[src/rtl/gpio_pkg.sv]
package gpio_pkg;
  localparam int unsigned NPINS = 8;
  localparam int unsigned SPI_W = 4;
  localparam int unsigned SPI_LO = 4;
  localparam int unsigned PIN_U1_TX = 3;
  localparam int unsigned PIN_U1_RX = 2;
  localparam int unsigned PIN_U0_TX = 1;
  localparam int unsigned PIN_U0_RX = 0;

  typedef enum logic [1:0] {
    ADDR_DIR  = 2'd0,
    ADDR_DOUT = 2'd1,
    ADDR_PIN  = 2'd2,
    ADDR_RSVD = 2'd3
  } reg_addr_e;
endpackage

[src/rtl/gpio_regs.sv]
module gpio_regs
  import gpio_pkg::*;
#(
  parameter int unsigned W = 8
) (
  input  logic         clk_i,
  input  logic         rst_ni,
  input  logic         sel_i,
  input  logic         we_i,
  input  logic [1:0]   addr_i,
  input  logic [W-1:0] wdata_i,
  input  logic [W-1:0] pin_i,
  output logic [W-1:0] rdata_o,
  output logic [W-1:0] dir_o,
  output logic [W-1:0] dout_o
);
  reg_addr_e addr;
  logic      wr;
  assign addr = reg_addr_e'(addr_i);
  assign wr   = sel_i && we_i;

  always_ff @(posedge clk_i or negedge rst_ni) begin
    if (!rst_ni) begin
      dir_o  <= '0;
      dout_o <= '0;
    end else if (wr) begin
      if (addr == ADDR_DIR)  dir_o  <= wdata_i;
      if (addr == ADDR_DOUT) dout_o <= wdata_i;
    end
  end

  always_comb begin
    rdata_o = '0;
    if (sel_i) begin
      unique case (addr)
        ADDR_DIR:  rdata_o = dir_o;
        ADDR_DOUT: rdata_o = dout_o;
        ADDR_PIN:  rdata_o = pin_i;
        default:   rdata_o = '0;
      endcase
    end
  end

  AST_DIR_WRITE: assert property (@(posedge clk_i) disable iff (!rst_ni)
    (wr && addr == ADDR_DIR) |=> (dir_o == $past(wdata_i)));
  AST_DOUT_HOLD: assert property (@(posedge clk_i) disable iff (!rst_ni)
    !(wr && addr == ADDR_DOUT) |=> $stable(dout_o));
endmodule

[src/rtl/gpio_sync.sv]
module gpio_sync #(
  parameter int unsigned W      = 8,
  parameter int unsigned STAGES = 2
) (
  input  logic         clk_i,
  input  logic         rst_ni,
  input  logic [W-1:0] d_i,
  output logic [W-1:0] q_o
);
  logic [STAGES-1:0][W-1:0] stg_q;

  for (genvar s = 0; s < STAGES; s++) begin : g_stage
    if (s == 0) begin : g_first
      always_ff @(posedge clk_i or negedge rst_ni)
        if (!rst_ni) stg_q[s] <= '0;
        else         stg_q[s] <= d_i;
    end else begin : g_next
      always_ff @(posedge clk_i or negedge rst_ni)
        if (!rst_ni) stg_q[s] <= '0;
        else         stg_q[s] <= stg_q[s-1];
    end
  end

  assign q_o = stg_q[STAGES-1];

  if (STAGES == 2) begin : g_chk
    logic [1:0] warm_q;
    always_ff @(posedge clk_i or negedge rst_ni)
      if (!rst_ni)              warm_q <= '0;
      else if (warm_q != 2'd2)  warm_q <= warm_q + 2'd1;
    AST_SYNC_LATENCY: assert property (@(posedge clk_i) disable iff (!rst_ni)
      (warm_q == 2'd2) |-> (q_o == $past(d_i, 2)));
  end
endmodule

[src/rtl/gpio_pin_mux.sv]
module gpio_pin_mux #(
  parameter int unsigned W = 8
) (
  input  logic [W-1:0] own_i,
  input  logic [W-1:0] per_oe_i,
  input  logic [W-1:0] per_out_i,
  input  logic [W-1:0] dir_i,
  input  logic [W-1:0] dout_i,
  output logic [W-1:0] pad_oe_o,
  output logic [W-1:0] pad_out_o
);
  for (genvar i = 0; i < W; i++) begin : g_pin
    assign pad_oe_o[i]  = own_i[i] ? per_oe_i[i]  : dir_i[i];
    assign pad_out_o[i] = own_i[i] ? per_out_i[i] : dout_i[i];
  end
endmodule

[src/rtl/gpio_port_mux.sv]
module gpio_port_mux
  import gpio_pkg::*;
#(
  parameter int unsigned SYNC_STAGES = 2
) (
  input  logic             clk_i,
  input  logic             rst_ni,
  input  logic             sel_i,
  input  logic             we_i,
  input  logic [1:0]       addr_i,
  input  logic [NPINS-1:0] wdata_i,
  output logic [NPINS-1:0] rdata_o,
  input  logic             spi_en_i,
  input  logic [SPI_W-1:0] spi_oe_i,
  input  logic [SPI_W-1:0] spi_out_i,
  output logic [SPI_W-1:0] spi_in_o,
  input  logic             u1_tx_en_i,
  input  logic             u1_txd_i,
  input  logic             u1_rx_en_i,
  output logic             u1_rxd_o,
  input  logic             u0_tx_en_i,
  input  logic             u0_txd_i,
  input  logic             u0_rx_en_i,
  output logic             u0_rxd_o,
  input  logic [NPINS-1:0] pad_in_i,
  output logic [NPINS-1:0] pad_out_o,
  output logic [NPINS-1:0] pad_oe_o
);
  logic [NPINS-1:0] dir, dout, pin_sync;
  logic [NPINS-1:0] own, per_oe, per_out;

  gpio_sync #(.W(NPINS), .STAGES(SYNC_STAGES)) u_sync (
    .clk_i, .rst_ni, .d_i(pad_in_i), .q_o(pin_sync)
  );

  gpio_regs #(.W(NPINS)) u_regs (
    .clk_i, .rst_ni, .sel_i, .we_i, .addr_i, .wdata_i,
    .pin_i(pin_sync), .rdata_o, .dir_o(dir), .dout_o(dout)
  );

  // Fixed ownership map; receive pins are forced to input with idle low output
  always_comb begin
    own     = '0;
    per_oe  = '0;
    per_out = '0;
    own[SPI_LO +: SPI_W]     = {SPI_W{spi_en_i}};
    per_oe[SPI_LO +: SPI_W]  = spi_oe_i;
    per_out[SPI_LO +: SPI_W] = spi_out_i;
    own[PIN_U1_TX]     = u1_tx_en_i;
    per_oe[PIN_U1_TX]  = 1'b1;
    per_out[PIN_U1_TX] = u1_txd_i;
    own[PIN_U1_RX]     = u1_rx_en_i;
    own[PIN_U0_TX]     = u0_tx_en_i;
    per_oe[PIN_U0_TX]  = 1'b1;
    per_out[PIN_U0_TX] = u0_txd_i;
    own[PIN_U0_RX]     = u0_rx_en_i;
  end

  gpio_pin_mux #(.W(NPINS)) u_mux (
    .own_i(own), .per_oe_i(per_oe), .per_out_i(per_out),
    .dir_i(dir), .dout_i(dout), .pad_oe_o, .pad_out_o
  );

  assign spi_in_o = pin_sync[SPI_LO +: SPI_W];
  assign u1_rxd_o = pin_sync[PIN_U1_RX];
  assign u0_rxd_o = pin_sync[PIN_U0_RX];

  AST_SPI_OWN: assert property (@(posedge clk_i) disable iff (!rst_ni)
    spi_en_i |-> (pad_oe_o[SPI_LO +: SPI_W] == spi_oe_i &&
                  pad_out_o[SPI_LO +: SPI_W] == spi_out_i));
  AST_U1_TX: assert property (@(posedge clk_i) disable iff (!rst_ni)
    u1_tx_en_i |-> (pad_oe_o[PIN_U1_TX] && pad_out_o[PIN_U1_TX] == u1_txd_i));
  AST_U1_RX: assert property (@(posedge clk_i) disable iff (!rst_ni)
    u1_rx_en_i |-> !pad_oe_o[PIN_U1_RX]);
  AST_U0_PINS: assert property (@(posedge clk_i) disable iff (!rst_ni)
    (u0_tx_en_i |-> (pad_oe_o[PIN_U0_TX] && pad_out_o[PIN_U0_TX] == u0_txd_i)) and
    (u0_rx_en_i |-> !pad_oe_o[PIN_U0_RX]));
  AST_SPI_FREE: assert property (@(posedge clk_i) disable iff (!rst_ni)
    !spi_en_i |-> (pad_oe_o[SPI_LO +: SPI_W] == dir[SPI_LO +: SPI_W]));
endmodule

[config.mk]
export PLATFORM = sky130hd
export DESIGN_NAME = gpio_port_mux
export DESIGN_NICKNAME = d
export VERILOG_FILES = /design/src/rtl/gpio_pkg.sv /design/src/rtl/gpio_regs.sv /design/src/rtl/gpio_sync.sv /design/src/rtl/gpio_pin_mux.sv /design/src/rtl/gpio_port_mux.sv
export SDC_FILE = /design/constraint.sdc
export NUM_CORES = 1
export LEC_CHECK = 0
export ABC_CLOCK_PERIOD_IN_PS = 2850
export BUFFER_PORTS_ARGS = -buffer_cell sky130_fd_sc_hd__buf_2
export CORE_MARGIN = 2
export CORE_UTILIZATION = 49
export CTS_CLUSTER_DIAMETER = 30
export DETAILED_ROUTE_END_ITERATION = 16
export GPL_ROUTABILITY_DRIVEN = 0
export PLACE_DENSITY = 0.9
export SKIP_CTS_REPAIR_TIMING = 1
export SLEW_MARGIN = 0
export SYNTH_ARGS = -nofsm -noshare
export SYNTH_HDL_FRONTEND = slang
export SYNTH_SLANG_ARGS = --single-unit
[constraint.sdc]
create_clock -name clk_i -period 2.85 [get_ports clk_i]
set_input_delay 0.4275 -clock clk_i [delete_from_list [all_inputs] [get_ports clk_i]]
set_output_delay 0.4275 -clock clk_i [all_outputs]
set_load 0.01 [all_outputs]
==> impl_results.md <==
- Clock skew: 0.00782 ns
- Measured slew at the worst slew-check pin: 0.666 ns
- TNS Setup: 0 ns
- Clk buf depth: 2
- Die H: 58.6 µm
- Syn avg cell area: 13.4 µm²
- Avg WL per Cell: 14.9 µm
- Switch share: 25.1%
- Worst ir drop on vdd: 0.368 mV
- Final Cycle Share: 71.2%
- DP Worst Slack: 0.951 ns
- Pins over their slew limit: 0
- Grt met3 use: 7.03%
- Slew headroom: 55.6%
- Die footprint: 3440 µm²
- GRT Max-Usage Layer: met2
- Crit path time final: 2.03 ns
- Post-synthesis sequential area ratio: 54.8%
- Die width: 58.6 µm
- Final ANT Viol Nets: 0
- Root buffer cell: clkbuf_4
- Fmax: 493 MHz
- Clk_lat worst skew: 0.33 ns
- Iteration-0 DRC Markers: 13
- Final setup fails: 0
- Pint: 883 µW
- Initial Util: 52.1%
- IO Pins: 67
- Most common cell after layout, fill and taps aside: buf_2
- Max-Cap Viols: 0
- H-tree depth: 2
- Met1 GRT Util: 21.4%
- Core ar.: 2810 µm²
- Tot GR Track Use: 19.8%
- Area growth from synthesis to layout: 27.5%
- Post-synthesis instance total: 109
- CP Launch Type: primary input
- CTS tree: built
- Sink Count: 32
- Fillers: 218
- Hold Violations, Final: 0
- Ant. Diodes: 0
- Synth Register Bits: 32
- Detailed-route DRC error count: 3
- Leakage: 0.000933 µW
- Via Count: 1073
- Most frequent cells in the layout: buf_2 (66), dfrtp_1 (32), mux2_2 (24)
- CTS clk-pin slew, worst paths: 0.10 ns
- Final #Nets: 209
- Number of buffers created by CTS: 5
- Hpwl dp: 2.40 mm
- Proportion of power drawn by flip-flops and latches: 47.3%
- Vias in the first global route: 1104
- PwrDens: 633 nW/µm²
- Worst Path Required: 2.42 ns
- RSZ-0062 raised after global routing: false
- Met2 usage: 32.6%
- Gr ovfl total: 0
- CP endpoint kind: primary output
- Mapped Area: 1460 µm²
- First-pass GRT wire length: 4.82 mm
- Drt total wl: 3.05 mm
- Failing checks: DRC
- Largest net degree at the start of global routing: 33
- CP Class: primary input to primary output
- Vias per cell: 5.26
- CP Max Fanout: 18
- Logic pwr share: 20.7%
- Synth area leaders: dfrtp_1 (55%), mux2_2 (18%), mux2i_1 (5.5%), nand3b_1 (4.1%), and2_1 (3.4%)
- Yosys cell types: 15
- Post-synth top area share: 54.8%
- Critical path arrival: 1.60 ns
- DRT Pass-1 Iters: 11
- Setup slack after layout: 0.822 ns
- Net Sw Power: 297 µW
- Status: complete, but fails checks
- Power share of the clock group: 32.0%
- Warnings from Yosys: 0
- Share of cells above drive strength 1: 59.5%
- Post-synth net total: 146
- Port buffer count: 66
- Hold crit path type: primary input to asynchronous set/reset pin
- Row cnt: 19
- Cell taking the most area after synthesis: dfrtp_1
- Antenna violations before repair: 0
[worst paths after layout]
kind / start / end / slack (ns) / cells past startpoint
min: rst_ni / u_sync.q_o[1] / 0.12 / 1
max: addr_i[0] / rdata_o[2] / 0.82 / 5
min reg2reg: u_sync.stg_q[4] / u_sync.q_o[4] / 0.35 / 0
max in group asynchronous: rst_ni / u_regs.dout_o[5] / 2.30 / 1
min in group clk_i: pad_in_i[0] / u_sync.stg_q[0] / 0.20 / 1
max reg2reg: u_regs.dir_o[2] / u_regs.dir_o[2] / 2.05 / 1
[cells by family (layout without fill, tap and decap cells)]
group | after synthesis | in the layout | synth area share, %
AOI/OAI and AO/OA | 8 | 8 | 2.74
buffers and inverters | 10 | 74 | 4.28
DFF | 32 | 32 | 54.8
muxes | 34 | 34 | 25.5
and+or+nand+nor | 25 | 25 | 12.7
[final cells by class]
class	instances	area (µm²)	area share [%]
clock buffer	7	65.1	3.49
clock inverter	1	30.0	1.61
multi-input combinational	67	598	32.1
sequential	32	801	43.0
tap	31	38.8	2.08
timing repair buffer	66	330	17.7
[critical path, cell delays in order]
cell	delay, ns
buf_2	0.34
mux2i_1	0.14
o21ai_0	0.30
and2_1	0.24
buf_2	0.15
[state kept, by name, summed over array words and instances, names as in the netlist]
signal,count
u_sync.q_o,8
u_sync.stg_q,8
u_regs.dout_o,8
u_regs.dir_o,8
[per-layer routing]
metal  up-vias  part of all wire [%]
met5         -                     0
met4         0                   5.4
met3        13                   5.8
met2        42                    53
met1       519                    36
li1        499                     -
[power by group through the flow]
stage	sequential (µW)	combinational, µW	clock (µW)
6_report	558	244	378
5_1_grt	565	270	406
4_1_cts	558	248	388
3_5_place_dp	568	246	0
3_3_place_gp	565	234	0
2_1_floorplan	552	157	0
[Yosys cell counts, drive strengths merged]
library cell	count
dfrtp	32
mux2	26
and2	8
buf	8
mux2i	8
nand3b	8
o21ai	8
nor2b	4
clkbuf	2
or2	2
nand2	1
nand4b	1
nor3	1
[per-stage QoR]
stage          util [%]  std cells  power (µW)  hold slack, ns  cell area, µm²
2_1_floorplan         -        109         709           0.132            1460
3_3_place_gp       63.0        196         799           0.332            1770
3_5_place_dp       63.0        196         814           0.336            1770
4_1_cts            66.4        204        1190           0.130            1860
5_1_grt            66.4        204        1240           0.166            1860
6_report           66.4        204        1180           0.118            1860
(Power assumes the default switching activity.)
